[src/rtl/mcsr_pkg.sv]
package mcsr_pkg;
  localparam logic [11:0] ADDR_MSTATUS = 12'h300;
  localparam logic [11:0] ADDR_MTVEC   = 12'h305;
  localparam logic [11:0] ADDR_MEPC    = 12'h341;
  localparam logic [11:0] ADDR_MCAUSE  = 12'h342;
  localparam logic [11:0] ADDR_CYC_LO  = 12'hC00;
  localparam logic [11:0] ADDR_CYC_HI  = 12'hC80;

  localparam int MIE_BIT  = 3;
  localparam int MPIE_BIT = 7;
  localparam int IMM_W    = 5;

  typedef enum logic [1:0] {
    RMW_NONE  = 2'b00,
    RMW_WRITE = 2'b01,
    RMW_SET   = 2'b10,
    RMW_CLEAR = 2'b11
  } rmw_kind_e;

  typedef struct packed {
    logic mstatus;
    logic mtvec;
    logic mepc;
    logic mcause;
    logic cyc_lo;
    logic cyc_hi;
  } csr_sel_t;
endpackage

[src/rtl/csr_addr_dec.sv]
module csr_addr_dec
  import mcsr_pkg::*;
(
  input  logic [11:0] addr_i,
  output csr_sel_t    sel_o
);
  always_comb begin
    sel_o = '0;
    unique case (addr_i)
      ADDR_MSTATUS: sel_o.mstatus = 1'b1;
      ADDR_MTVEC:   sel_o.mtvec   = 1'b1;
      ADDR_MEPC:    sel_o.mepc    = 1'b1;
      ADDR_MCAUSE:  sel_o.mcause  = 1'b1;
      ADDR_CYC_LO:  sel_o.cyc_lo  = 1'b1;
      ADDR_CYC_HI:  sel_o.cyc_hi  = 1'b1;
      default:      sel_o = '0;
    endcase
  end
endmodule

[src/rtl/csr_rmw.sv]
module csr_rmw
  import mcsr_pkg::*;
#(
  parameter int XLEN = 32
) (
  input  logic [2:0]       op_i,
  input  logic [4:0]       rs1_idx_i,
  input  logic [XLEN-1:0]  rs1_data_i,
  input  logic [XLEN-1:0]  old_i,
  output logic [XLEN-1:0]  new_o,
  output logic             wr_o
);
  logic [XLEN-1:0] operand;
  logic            src_zero;
  rmw_kind_e       kind;

  assign operand  = op_i[2] ? {{(XLEN-IMM_W){1'b0}}, rs1_idx_i} : rs1_data_i;
  // set/clear suppress the write on a zero source field, not a zero value
  assign src_zero = (rs1_idx_i == '0);
  assign kind     = rmw_kind_e'(op_i[1:0]);

  always_comb begin
    new_o = old_i;
    wr_o  = 1'b0;
    unique case (kind)
      RMW_WRITE: begin new_o = operand;          wr_o = 1'b1;      end
      RMW_SET:   begin new_o = old_i | operand;  wr_o = !src_zero; end
      RMW_CLEAR: begin new_o = old_i & ~operand; wr_o = !src_zero; end
      default:   begin new_o = old_i;            wr_o = 1'b0;      end
    endcase
  end
endmodule

[src/rtl/csr_cycle_ctr.sv]
module csr_cycle_ctr #(
  parameter int CW = 64
) (
  input  logic          clk_i,
  input  logic          rst_ni,
  output logic [CW-1:0] cnt_o
);
  logic [CW-1:0] cnt_q;

  always_ff @(posedge clk_i or negedge rst_ni) begin
    if (!rst_ni) cnt_q <= '0;
    else         cnt_q <= cnt_q + 1'b1;
  end

  assign cnt_o = cnt_q;


  cycle_step_chk: assert property (@(posedge clk_i) disable iff (!rst_ni)
    rst_ni |=> cnt_q == CW'($past(cnt_q) + 1'b1));
endmodule

[src/rtl/mcsr_unit.sv]
module mcsr_unit
  import mcsr_pkg::*;
#(
  parameter int XLEN = 32
) (
  input  logic            clk_i,
  input  logic            rst_ni,
  input  logic            csr_en_i,
  input  logic [2:0]      csr_op_i,
  input  logic [11:0]     csr_addr_i,
  input  logic [4:0]      rs1_idx_i,
  input  logic [XLEN-1:0] rs1_data_i,
  output logic [XLEN-1:0] rdata_o,
  input  logic            trap_i,
  input  logic [XLEN-1:0] trap_pc_i,
  input  logic [XLEN-1:0] trap_cause_i,
  input  logic            mret_i,
  output logic [XLEN-1:0] mstatus_o,
  output logic [XLEN-1:0] mtvec_o,
  output logic [XLEN-1:0] mepc_o
);
  localparam int CW = 2 * XLEN;

  csr_sel_t        sel;
  logic [CW-1:0]   cyc;
  logic [XLEN-1:0] old_val, new_val, mstatus_rd;
  logic            rmw_wr, we, mret_eff;

  logic            mie_q, mpie_q;
  logic [XLEN-3:0] mtvec_q;
  logic [XLEN-1:0] mepc_q, mcause_q;

  csr_addr_dec u_dec (.addr_i(csr_addr_i), .sel_o(sel));

  csr_cycle_ctr #(.CW(CW)) u_cyc (.clk_i(clk_i), .rst_ni(rst_ni), .cnt_o(cyc));

  csr_rmw #(.XLEN(XLEN)) u_rmw (
    .op_i(csr_op_i), .rs1_idx_i(rs1_idx_i), .rs1_data_i(rs1_data_i),
    .old_i(old_val), .new_o(new_val), .wr_o(rmw_wr)
  );

  always_comb begin
    mstatus_rd           = '0;
    mstatus_rd[MIE_BIT]  = mie_q;
    mstatus_rd[MPIE_BIT] = mpie_q;
  end

  always_comb begin
    old_val = '0;
    unique case (1'b1)
      sel.mstatus: old_val = mstatus_rd;
      sel.mtvec:   old_val = {mtvec_q, 2'b00};
      sel.mepc:    old_val = mepc_q;
      sel.mcause:  old_val = mcause_q;
      sel.cyc_lo:  old_val = cyc[XLEN-1:0];
      sel.cyc_hi:  old_val = cyc[CW-1:XLEN];
      default:     old_val = '0;
    endcase
  end

  // trap outranks retirement of any instruction in the same cycle
  assign we       = csr_en_i && rmw_wr && !trap_i;
  assign mret_eff = mret_i && !trap_i;

  always_ff @(posedge clk_i or negedge rst_ni) begin
    if (!rst_ni) begin
      mie_q  <= 1'b0;
      mpie_q <= 1'b0;
    end else if (trap_i) begin
      mpie_q <= mie_q;
      mie_q  <= 1'b0;
    end else if (mret_eff) begin
      mie_q  <= mpie_q;
      mpie_q <= 1'b1;
    end else if (we && sel.mstatus) begin
      mie_q  <= new_val[MIE_BIT];
      mpie_q <= new_val[MPIE_BIT];
    end
  end

  always_ff @(posedge clk_i or negedge rst_ni) begin
    if (!rst_ni)                mtvec_q <= '0;
    else if (we && sel.mtvec)   mtvec_q <= new_val[XLEN-1:2];
  end

  always_ff @(posedge clk_i or negedge rst_ni) begin
    if (!rst_ni)               mepc_q <= '0;
    else if (trap_i)           mepc_q <= trap_pc_i;
    else if (we && sel.mepc)   mepc_q <= new_val;
  end

  always_ff @(posedge clk_i or negedge rst_ni) begin
    if (!rst_ni)               mcause_q <= '0;
    else if (trap_i)           mcause_q <= trap_cause_i;
    else if (we && sel.mcause) mcause_q <= new_val;
  end

  assign rdata_o   = old_val;
  assign mstatus_o = mstatus_rd;
  assign mtvec_o   = {mtvec_q, 2'b00};
  assign mepc_o    = mepc_q;


  trap_save_chk: assert property (@(posedge clk_i) disable iff (!rst_ni)
    trap_i |=> (mepc_q == $past(trap_pc_i)) && (mcause_q == $past(trap_cause_i)));


  trap_stack_chk: assert property (@(posedge clk_i) disable iff (!rst_ni)
    trap_i |=> !mie_q && (mpie_q == $past(mie_q)));


  mret_unstack_chk: assert property (@(posedge clk_i) disable iff (!rst_ni)
    (mret_i && !trap_i) |=> mpie_q && (mie_q == $past(mpie_q)));


  zero_src_nowr_chk: assert property (@(posedge clk_i) disable iff (!rst_ni)
    (csr_en_i && csr_op_i[1] && (rs1_idx_i == 5'd0) && !trap_i) |=> $stable(mcause_q) && $stable(mepc_q));


  idle_nowr_chk: assert property (@(posedge clk_i) disable iff (!rst_ni)
    (!csr_en_i && !trap_i && !mret_i) |=> $stable(mtvec_q) && $stable(mie_q) && $stable(mpie_q));
endmodule

[config.mk]
export PLATFORM = sky130hd
export DESIGN_NAME = mcsr_unit
export DESIGN_NICKNAME = d
export VERILOG_FILES = /design/src/rtl/mcsr_pkg.sv /design/src/rtl/csr_addr_dec.sv /design/src/rtl/csr_rmw.sv /design/src/rtl/csr_cycle_ctr.sv /design/src/rtl/mcsr_unit.sv
export SDC_FILE = /design/constraint.sdc
export NUM_CORES = 1
export LEC_CHECK = 0
export ABC_AREA = 0
export BUFFER_PORTS_ARGS = -buffer_cell sky130_fd_sc_hd__buf_2
export CAP_MARGIN = 20
export CORE_UTILIZATION = 60
export CTS_BUF_LIST = sky130_fd_sc_hd__clkbuf_2 sky130_fd_sc_hd__clkbuf_4 sky130_fd_sc_hd__clkbuf_8
export CTS_CLUSTER_SIZE = 14
export DETAILED_ROUTE_END_ITERATION = 12
export HOLD_SLACK_MARGIN = 0.02
export PLACE_DENSITY = 0.89
export SLEW_MARGIN = 20
export SYNTH_ARGS = -nofsm -noshare
export SYNTH_HDL_FRONTEND = slang
export SYNTH_SLANG_ARGS = --single-unit
[constraint.sdc]
create_clock -name clk_i -period 3.8 [get_ports clk_i]
set_input_delay 0.38 -clock clk_i [delete_from_list [all_inputs] [get_ports clk_i]]
set_output_delay 0.38 -clock clk_i [all_outputs]
set_load 0.02 [all_outputs]
Yosys cells after proc, flatten, opt, wreduce, memory -nomap -nowiden
Cells that the tools add are included.
Storage, ports and cells
  input port bits: 121
  flip-flop bits (word level): 160
  ROM bits: 0
  output and inout bits: 128
  memory bits (writable): 0
  memories kept: 0
  bits in latches: 0
Cells by class
  reductions and logical operators: 14
  equal/unequal tests: 9
  shift-type cells: 0
  $mul: 0
  div/mod/pow operators: 0
  $lt $le $gt $ge: 0
  bitwise gates (word level): 3
  muxes and demuxes: 20
  add/sub/neg operators: 1
Operator list (count)
  case mux 32 bit (6 select lines): 1
  2-to-1 mux 32 bit: 5
  case mux 32 bit (3 select lines): 1
  adder 64 x 1 -> 64 bit, second input constant: 1
  equality test 12 x 10 -> 1 bit, second input constant: 4
  AND 32 bit: 1
  NOT 32 bit: 1
  OR 32 bit: 1
  equality test 12 bit, second input constant: 2
  2-to-1 mux 1 bit: 12
  logical AND 1 bit: 7
  zero test 5 bit: 1
  equality test 2 bit, second input constant: 2
  nonzero test 2 bit: 2
  nonzero test 3 bit: 1
  equality test 2 x 1 -> 1 bit, second input constant: 1
  zero test 1 bit: 2
  case mux 1 bit (2 select lines): 1
  OR reduction 2 bit: 1

Longest topological paths before layout
Gate-level depths: netlist of the first run.
  word-level depth: 9
  gate-level depth with buffers: 10
  mapped depth without buffers: 6

By module
A second synthesis of the first run with hierarchy kept.
Second synthesis, totals
  cells, all modules: 972
  area, all modules: 9135.0 µm²
Modules (own cells, without submodules)
  mcsr_unit: area each 5058.6 µm², seq. area each 2402.3 µm², instances 1, cells each 537
  csr_cycle_ctr: area each 2995.4 µm², seq. area each 1601.5 µm², instances 1, cells each 273
  csr_rmw: area each 950.9 µm², seq. area each 0.0 µm², instances 1, cells each 146
  csr_addr_dec: area each 130.1 µm², seq. area each 0.0 µm², instances 1, cells each 16

Worst setup path before layout of the first run
No wires, ideal clock.
  kind: input -> output
  start: input csr_addr_i[0]
  end: output rdata_o[13]
  setup slack: 1.493 ns
  stages on the path: 8
  arrival time: 1.927 ns
  data required time: 3.420 ns
  path through: buf_2 -> nor2b_1 -> buf_2 -> clkbuf_1 -> a22oi_1 -> o21ai_0 -> nand2_1 -> o21ai_0
Between the ends
  cells in the longest elaborated chain, start to end: 3
  elaborated cells on any way between the ends: 13
  classes of those cells: eq/ne (6); mux (7)
RTL lines
  start: declaration: line mcsr_unit.sv:10  | input logic [11:0] csr_addr_i,
  equality test 12 bit or equality test 12 x 10 -> 1 bit (tied branches): line csr_addr_dec.sv:9  | unique case (addr_i)
  2-to-1 mux 1 bit: line csr_addr_dec.sv:9
  case mux 32 bit (6 select lines) *: line mcsr_unit.sv:50  | unique case (1'b1)
  end: declaration: line mcsr_unit.sv:13  | output logic [XLEN-1:0] rdata_o,
Every way passes the cells marked *; elsewhere a longest branch is shown, timed or not.

Worst setup path after layout of the first run
  start: input csr_addr_i[6]
  end: output rdata_o[30]
Same word-level chain as after synthesis.

==> flow_summary.yaml, run 1 <==
setup_path:
  worstSetupStartpointType: "primary input"
  cp_data_arrival_time_ps: 2470
  crit_fanout: 29
  rrSetupSlack_ps: 1300
  crit_path_end_kind: "output pin"
  rr_worst_depth: 6
  required_ps: 3420
  reg2reg_to: "u_cyc.cnt_o[60]"
  r2r_start: "u_cyc.cnt_o[5]"
  critPathKind: "in -> out"
placed_design:
  io_buffers: 216
  place_ws_ps: 1070
  placed_cell_area_um2: 10600
  post-dp-hpwl_mm: 21.9
  gp_congestion: 0.981
logic_synthesis:
  synth_area_leader_cell: "dfrtp_1"
  synthArstFlopShare_pct: 100
  ys_ff_latch: 160
  synth_cells: 1061
  ys_warn_count: 0
  seq_area_frac_synth_pct: 41.8
  synth_top_area_share_pct: 41.8
  ys_types: 63
  synth_area_per_cell_um2: 9.03
  synth-main-ff-cell: "dfrtp_1"
  synth_area_leaders: "dfrtp_1, a22oi_1, o21ai_0, mux2i_1, xnor2_1"
  synth_area_um2: 9580
  synth_edf_count: 0
floorplan:
  die_w_um: 128
  dieArea_um2: 16500
  die_h_um: 128
  core.rowCount: 45
  initial_utilization_pct: 62.3
  coreArea_um2: 15400
  ios: 249
detailed_routing:
  wl_per_cell_um: 20.8
  dr.pass1.iters: 7
  dr_total_vias: 9278
  routed_wirelength_mm: 30.4
  antenna_left: 0
  drt-initial-drc-count: 1302
  drc: 0
  viasPerCell: 6.34
clock_network:
  cts.repair.resized: 0
  cts-root-buf: "clkbuf_8"
  cts.sinks: 160
  ctsHoldBuffers: 0
  clock_path_buffers: 2
  clk_pin_slew_ps: 90
  h-tree-depth: 4
  cts_buffers: 17
  clk_latency_ps: 470
  cts_setup_buffers: 0
  cts_tree: "done"
grt:
  grt_use_total_pct: 37.3
  grt_pass1_wl_mm: 46.3
  grt_antenna_before_repair: 0
  grt_overflow: 0
  grt_max_degree: 103
  grt_pass1_vias: 8365
cells_and_area:
  design_area_um2: 11000
  fill_cells: 1216
  drive_gt1_share_pct: 23.5
  nets: 1361
  syn_to_final_growth_pct: 15.1
  diodes: 0
timing:
  post-route-period-util_pct: 74.9
  finalHoldViolations: 10
  rsz0062_at_grt: "no"
  setup_slack_ps: 952
  period_minus_slack_ps: 2850
  fmax_ghz: 0.351
  maxSlewViolCount: 0
  holdWs_ps: -17.1
  skew_ps: 13.5
  fin_setup_tns_ps: 0
  worstMarginPinSlew_ps: 1050
  slew_headroom_pct: 29.9
  setup_viol: 0
outcome:
  violations: "negative hold slack"
  status: "complete, but fails checks"
pwr:
  p_leak_nw: 5.07
  total_power_mw: 3.60
  peakVddDrop_mv: 0.296
  power.density_nw_per_um2: 326
min_path:
  hold_path_class: "in -> async"
run:
  maxCapViolCount: 0
-- flip-flops by register name, summed over array words and instances, names as in the netlist --
| name | flops |
|---|---|
| u_cyc.cnt_o | 64 |
| mtvec_q | 30 |
| mie_q | 1 |
| mcause_q | 32 |
| mepc_o | 32 |
| mpie_q | 1 |
-- how the worst max path moves through the flow --
stage / startpoint / endpoint / slack, ps / cells after the start
6_report: csr_addr_i[6] / rdata_o[30] / 950 / 9
5_1_grt: csr_addr_i[6] / rdata_o[29] / 880 / 9
4_1_cts: csr_addr_i[6] / rdata_o[31] / 1050 / 9
3_5_place_dp: csr_addr_i[6] / rdata_o[31] / 1070 / 9
3_3_place_gp: csr_addr_i[6] / rdata_o[29] / 1090 / 9
2_1_floorplan: csr_addr_i[0] / rdata_o[13] / 1490 / 8
-- cells by family after synthesis --
kind of cell	Yosys count	share of synthesized area (%)
simple gates	326	17.8
compound gates	322	21.1
flops	160	41.8
buf+inv	121	6.34
mux	68	7.13
xor+xnor	62	5.67
fa+ha+maj	1	0.131
other cells	1	0.0392
-- cell usage after synthesis (2+ instances only) --
cell,instances
xor2_1,12
and3_1,7
nor4b_1,2
buf_2,14
nand2b_1,3
and2_1,8
a21o_1,4
buf_4,34
a22o_1,7
o32a_1,2
nor4_1,5
dfrtp_1,160
mux2i_1,66
nand2_1,113
buf_1,6
and3b_1,2
nor4_2,2
xnor2_1,50
o21ai_1,7
and3_2,2
o21bai_1,2
o21ai_0,135
o31ai_1,29
o211a_1,2
a22oi_1,91
nand3_2,2
nand4_1,18
nor3_1,7
nor2_1,46
and4_1,9
mux2_2,2
a21oi_1,28
o211ai_1,2
o221ai_1,4
nor2b_1,30
nand3_1,53
inv_1,15
or2_2,4
clkbuf_1,51
nor4_4,2
-- placed cells by master (no fill, tap or decap), drive strengths merged, types with 3 or more instances in the layout --
cell,synthesis,routed
and3,9,9
and2,8,8
o221ai,4,4
clkbuf,51,18
o31ai,29,29
a21o,4,4
nand3,55,55
xnor2,50,50
nand4,20,20
nor3,9,9
a22o,7,7
nor4,9,9
buf,55,234
nand2,114,114
inv,15,23
nor2b,30,30
conb,1,32
mux2i,66,66
or2,4,4
a21oi,28,28
nand2b,3,3
a22oi,91,91
xor2,12,12
o21ai,142,142
nor2,47,47
dfrtp,160,160
and4,9,9
clkinv,0,3
-- stage by stage --
stage,std cells,util (%),hold WS [ps]
4_1_cts,1463,71.7,53.0
2_1_floorplan,1092,-,84.4
5_1_grt,1463,71.7,74.4
6_report,1463,71.7,-17.1
3_5_place_dp,1431,69.2,465
3_3_place_gp,1431,69.2,465
-- report_power, final --
| group | total (mW) | internal, mW | switching [mW] |
|---|---|---|---|
| combinational | 0.526 | 0.186 | 0.340 |
| sequential | 1.81 | 1.76 | 0.0462 |
| clock | 1.26 | 0.549 | 0.711 |
-- critical path, stage by stage --
cell	delay, ps
buf_2	120
nor4_2	560
and3_1	250
buf_4	340
nand2_1	80
o21ai_0	210
nand2_1	100
o21ai_0	180
buf_2	240
-- final cells by class --
class                   instances  area, um^2  share of cell area, %
flip-flops and latches        160        4000                   36.3
multi-input cells             811        5090                   46.2
clock inverters                14         146                   1.33
inverters                      15        56.3                  0.511
clock buffers                  18         241                   2.19
repair buffers                234        1220                   11.1
well taps                     211         264                   2.39
-- per-layer routing --
metal	global-route usage [%]	up-vias	part of all wire, %
li1	-	4142	-
met1	54.3	4501	42
met2	56.0	578	46
met3	8.23	57	10
met4	11.5	0	2.3
met5	0	-	0
No activity file was read; power rests on OpenSTA's default activity.
==> run 2, diff against run 1 <==
- CORE_UTILIZATION: 60 -> 55
- PLACE_DENSITY: 0.89 -> 0.83
- clock period: 3.8 -> 2.72 ns (I/O delays scaled with it)
==> flow_summary.yaml, run 2 (same netlist as run 1, synthesis figures left out) <==
outcome:
  status: "completed"
setup_path:
  critPathKind: "in -> out"
  rr_worst_depth: 6
  cp_data_arrival_time_ps: 2170
  crit_fanout: 28
  r2r_start: "u_cyc.cnt_o[9]"
  worstSetupStartpointType: "primary input"
  rrSetupSlack_ps: 330
  crit_path_end_kind: "output pin"
  required_ps: 2450
  reg2reg_to: "u_cyc.cnt_o[57]"
pwr:
  peakVddDrop_mv: 0.296
  swShare_pct: 29.3
  p_clk_share_pct: 37.5
  p_leak_nw: 5.18
  p_int_mw: 3.70
  power.density_nw_per_um2: 466
  p_seq_share_pct: 48.3
  power_frac_comb_pct: 14.2
  power_switching_mw: 1.54
timing:
  period_minus_slack_ps: 2450
  setup_viol: 0
  worstMarginPinSlew_ps: 1040
  post-route-period-util_pct: 90.0
  fmax_ghz: 0.409
  rsz0062_at_grt: "no"
  fin_setup_tns_ps: 0
  skew_ps: 17.5
  finalHoldViolations: 0
  slew_headroom_pct: 30.9
  maxSlewViolCount: 0
clock_network:
  cts_buffers: 17
  cts_tree: "done"
  clk_latency_ps: 470
  h-tree-depth: 4
  ctsHoldBuffers: 1
  cts.repair.resized: 0
  cts-root-buf: "clkbuf_8"
  clock_path_buffers: 2
  clk_pin_slew_ps: 100
  cts.sinks: 160
  cts_setup_buffers: 0
min_path:
  hp-start: "trap_pc_i[14]"
  hold_end: "mepc_o[14]"
  hold_depth: 3
  hold_path_class: "in -> reg"
cells_and_area:
  stdcell_count: 1483
  nets: 1372
  largest_reg_flops: 64
  multi_input_area_um2: 5090
  syn_to_final_growth_pct: 17.4
  final_common_cell: "buf_2"
  fill_cells: 1390
  drive_gt1_share_pct: 24.1
  final_cell_mix: "buf_2, dfrtp_1, o21ai_0"
  seq_area_um2: 4000
  diodes: 0
detailed_routing:
  routed_wirelength_mm: 30.3
  drc: 0
  antenna_left: 0
  dr.pass1.iters: 6
  viasPerCell: 6.16
  dr_total_vias: 9141
  drt-initial-drc-count: 1102
  wl_per_cell_um: 20.4
floorplan:
  initial_utilization_pct: 56.9
  dieArea_um2: 17900
  ios: 249
  coreArea_um2: 16800
  die_h_um: 134
  die_w_um: 134
  core.rowCount: 47
placed_design:
  io_buffers: 216
  post-dp-hpwl_mm: 22.3
  gp_congestion: 0.958
  dpl.cell_count: 1450
grt:
  grt_antenna_before_repair: 0
  grt_use_total_pct: 34.2
  grt_max_degree: 78
  grt_pass1_vias: 8520
  grt_pass1_wl_mm: 46.8
  grt_overflow: 0
run:
  maxCapViolCount: 0
[run 2: cell type report]
class	instances	share of cell area, %
clock buffer	18	2.20
clock inverter	14	1.75
multi-input combinational	811	45.3
sequential	160	35.6
timing repair buffer	245	12.2
inverter	15	0.501
tap	220	2.45
[run 2: worst max-delay path by stage]
stage | from | endpoint | slack [ps] | depth (start not counted)
finish | csr_addr_i[2] | rdata_o[28] | 270 | 8
global route | u_cyc.cnt_o[14] | u_cyc.cnt_o[57] | 190 | 6
CTS | u_cyc.cnt_o[9] | u_cyc.cnt_o[57] | 320 | 6
detailed placement | csr_op_i[1] | mepc_o[18] | 20 | 8
global placement | csr_op_i[1] | mepc_o[15] | 150 | 8
floorplan | csr_addr_i[0] | rdata_o[13] | 630 | 8
[run 2: power groups by stage]
stage / registers [mW] / logic, mW / clock network (mW)
2_1_floorplan: 2.61 / 0.412 / 0
3_3_place_gp: 2.57 / 0.727 / 0
3_5_place_dp: 2.57 / 0.736 / 0
4_1_cts: 2.53 / 0.740 / 1.97
5_1_grt: 2.54 / 0.812 / 2.07
6_report: 2.53 / 0.747 / 1.96
[run 2: per-stage QoR]
stage	hold WS [ps]	total power, mW	worst slack, ps	util, %	cell area (um^2)
global route	37.2	5.42	192	66.9	11200
finish	35.9	5.24	273	66.9	11200
CTS	30.3	5.24	322	66.9	11200
detailed placement	360	3.31	18.9	64.1	10800
global placement	354	3.30	155	64.1	10800
floorplan	-23.6	3.02	629	-	9690
[run 2: metal layers]
layer  up-vias  track usage (%)  wire length [um]
met2       550             52.0             13600
met5         -                0                 0
met4         0             12.1               845
met1      4367             49.2             13000
li1       4164                -                 -
met3        60             5.97              2860
[run 2: worst max-delay path, stage by stage]
cell and delay, ps:
buf_2 160, nor4_1 460, nand2_1 130, buf_4 250
o21ai_0 360, nand2_1 110, o21ai_0 180, buf_2 250
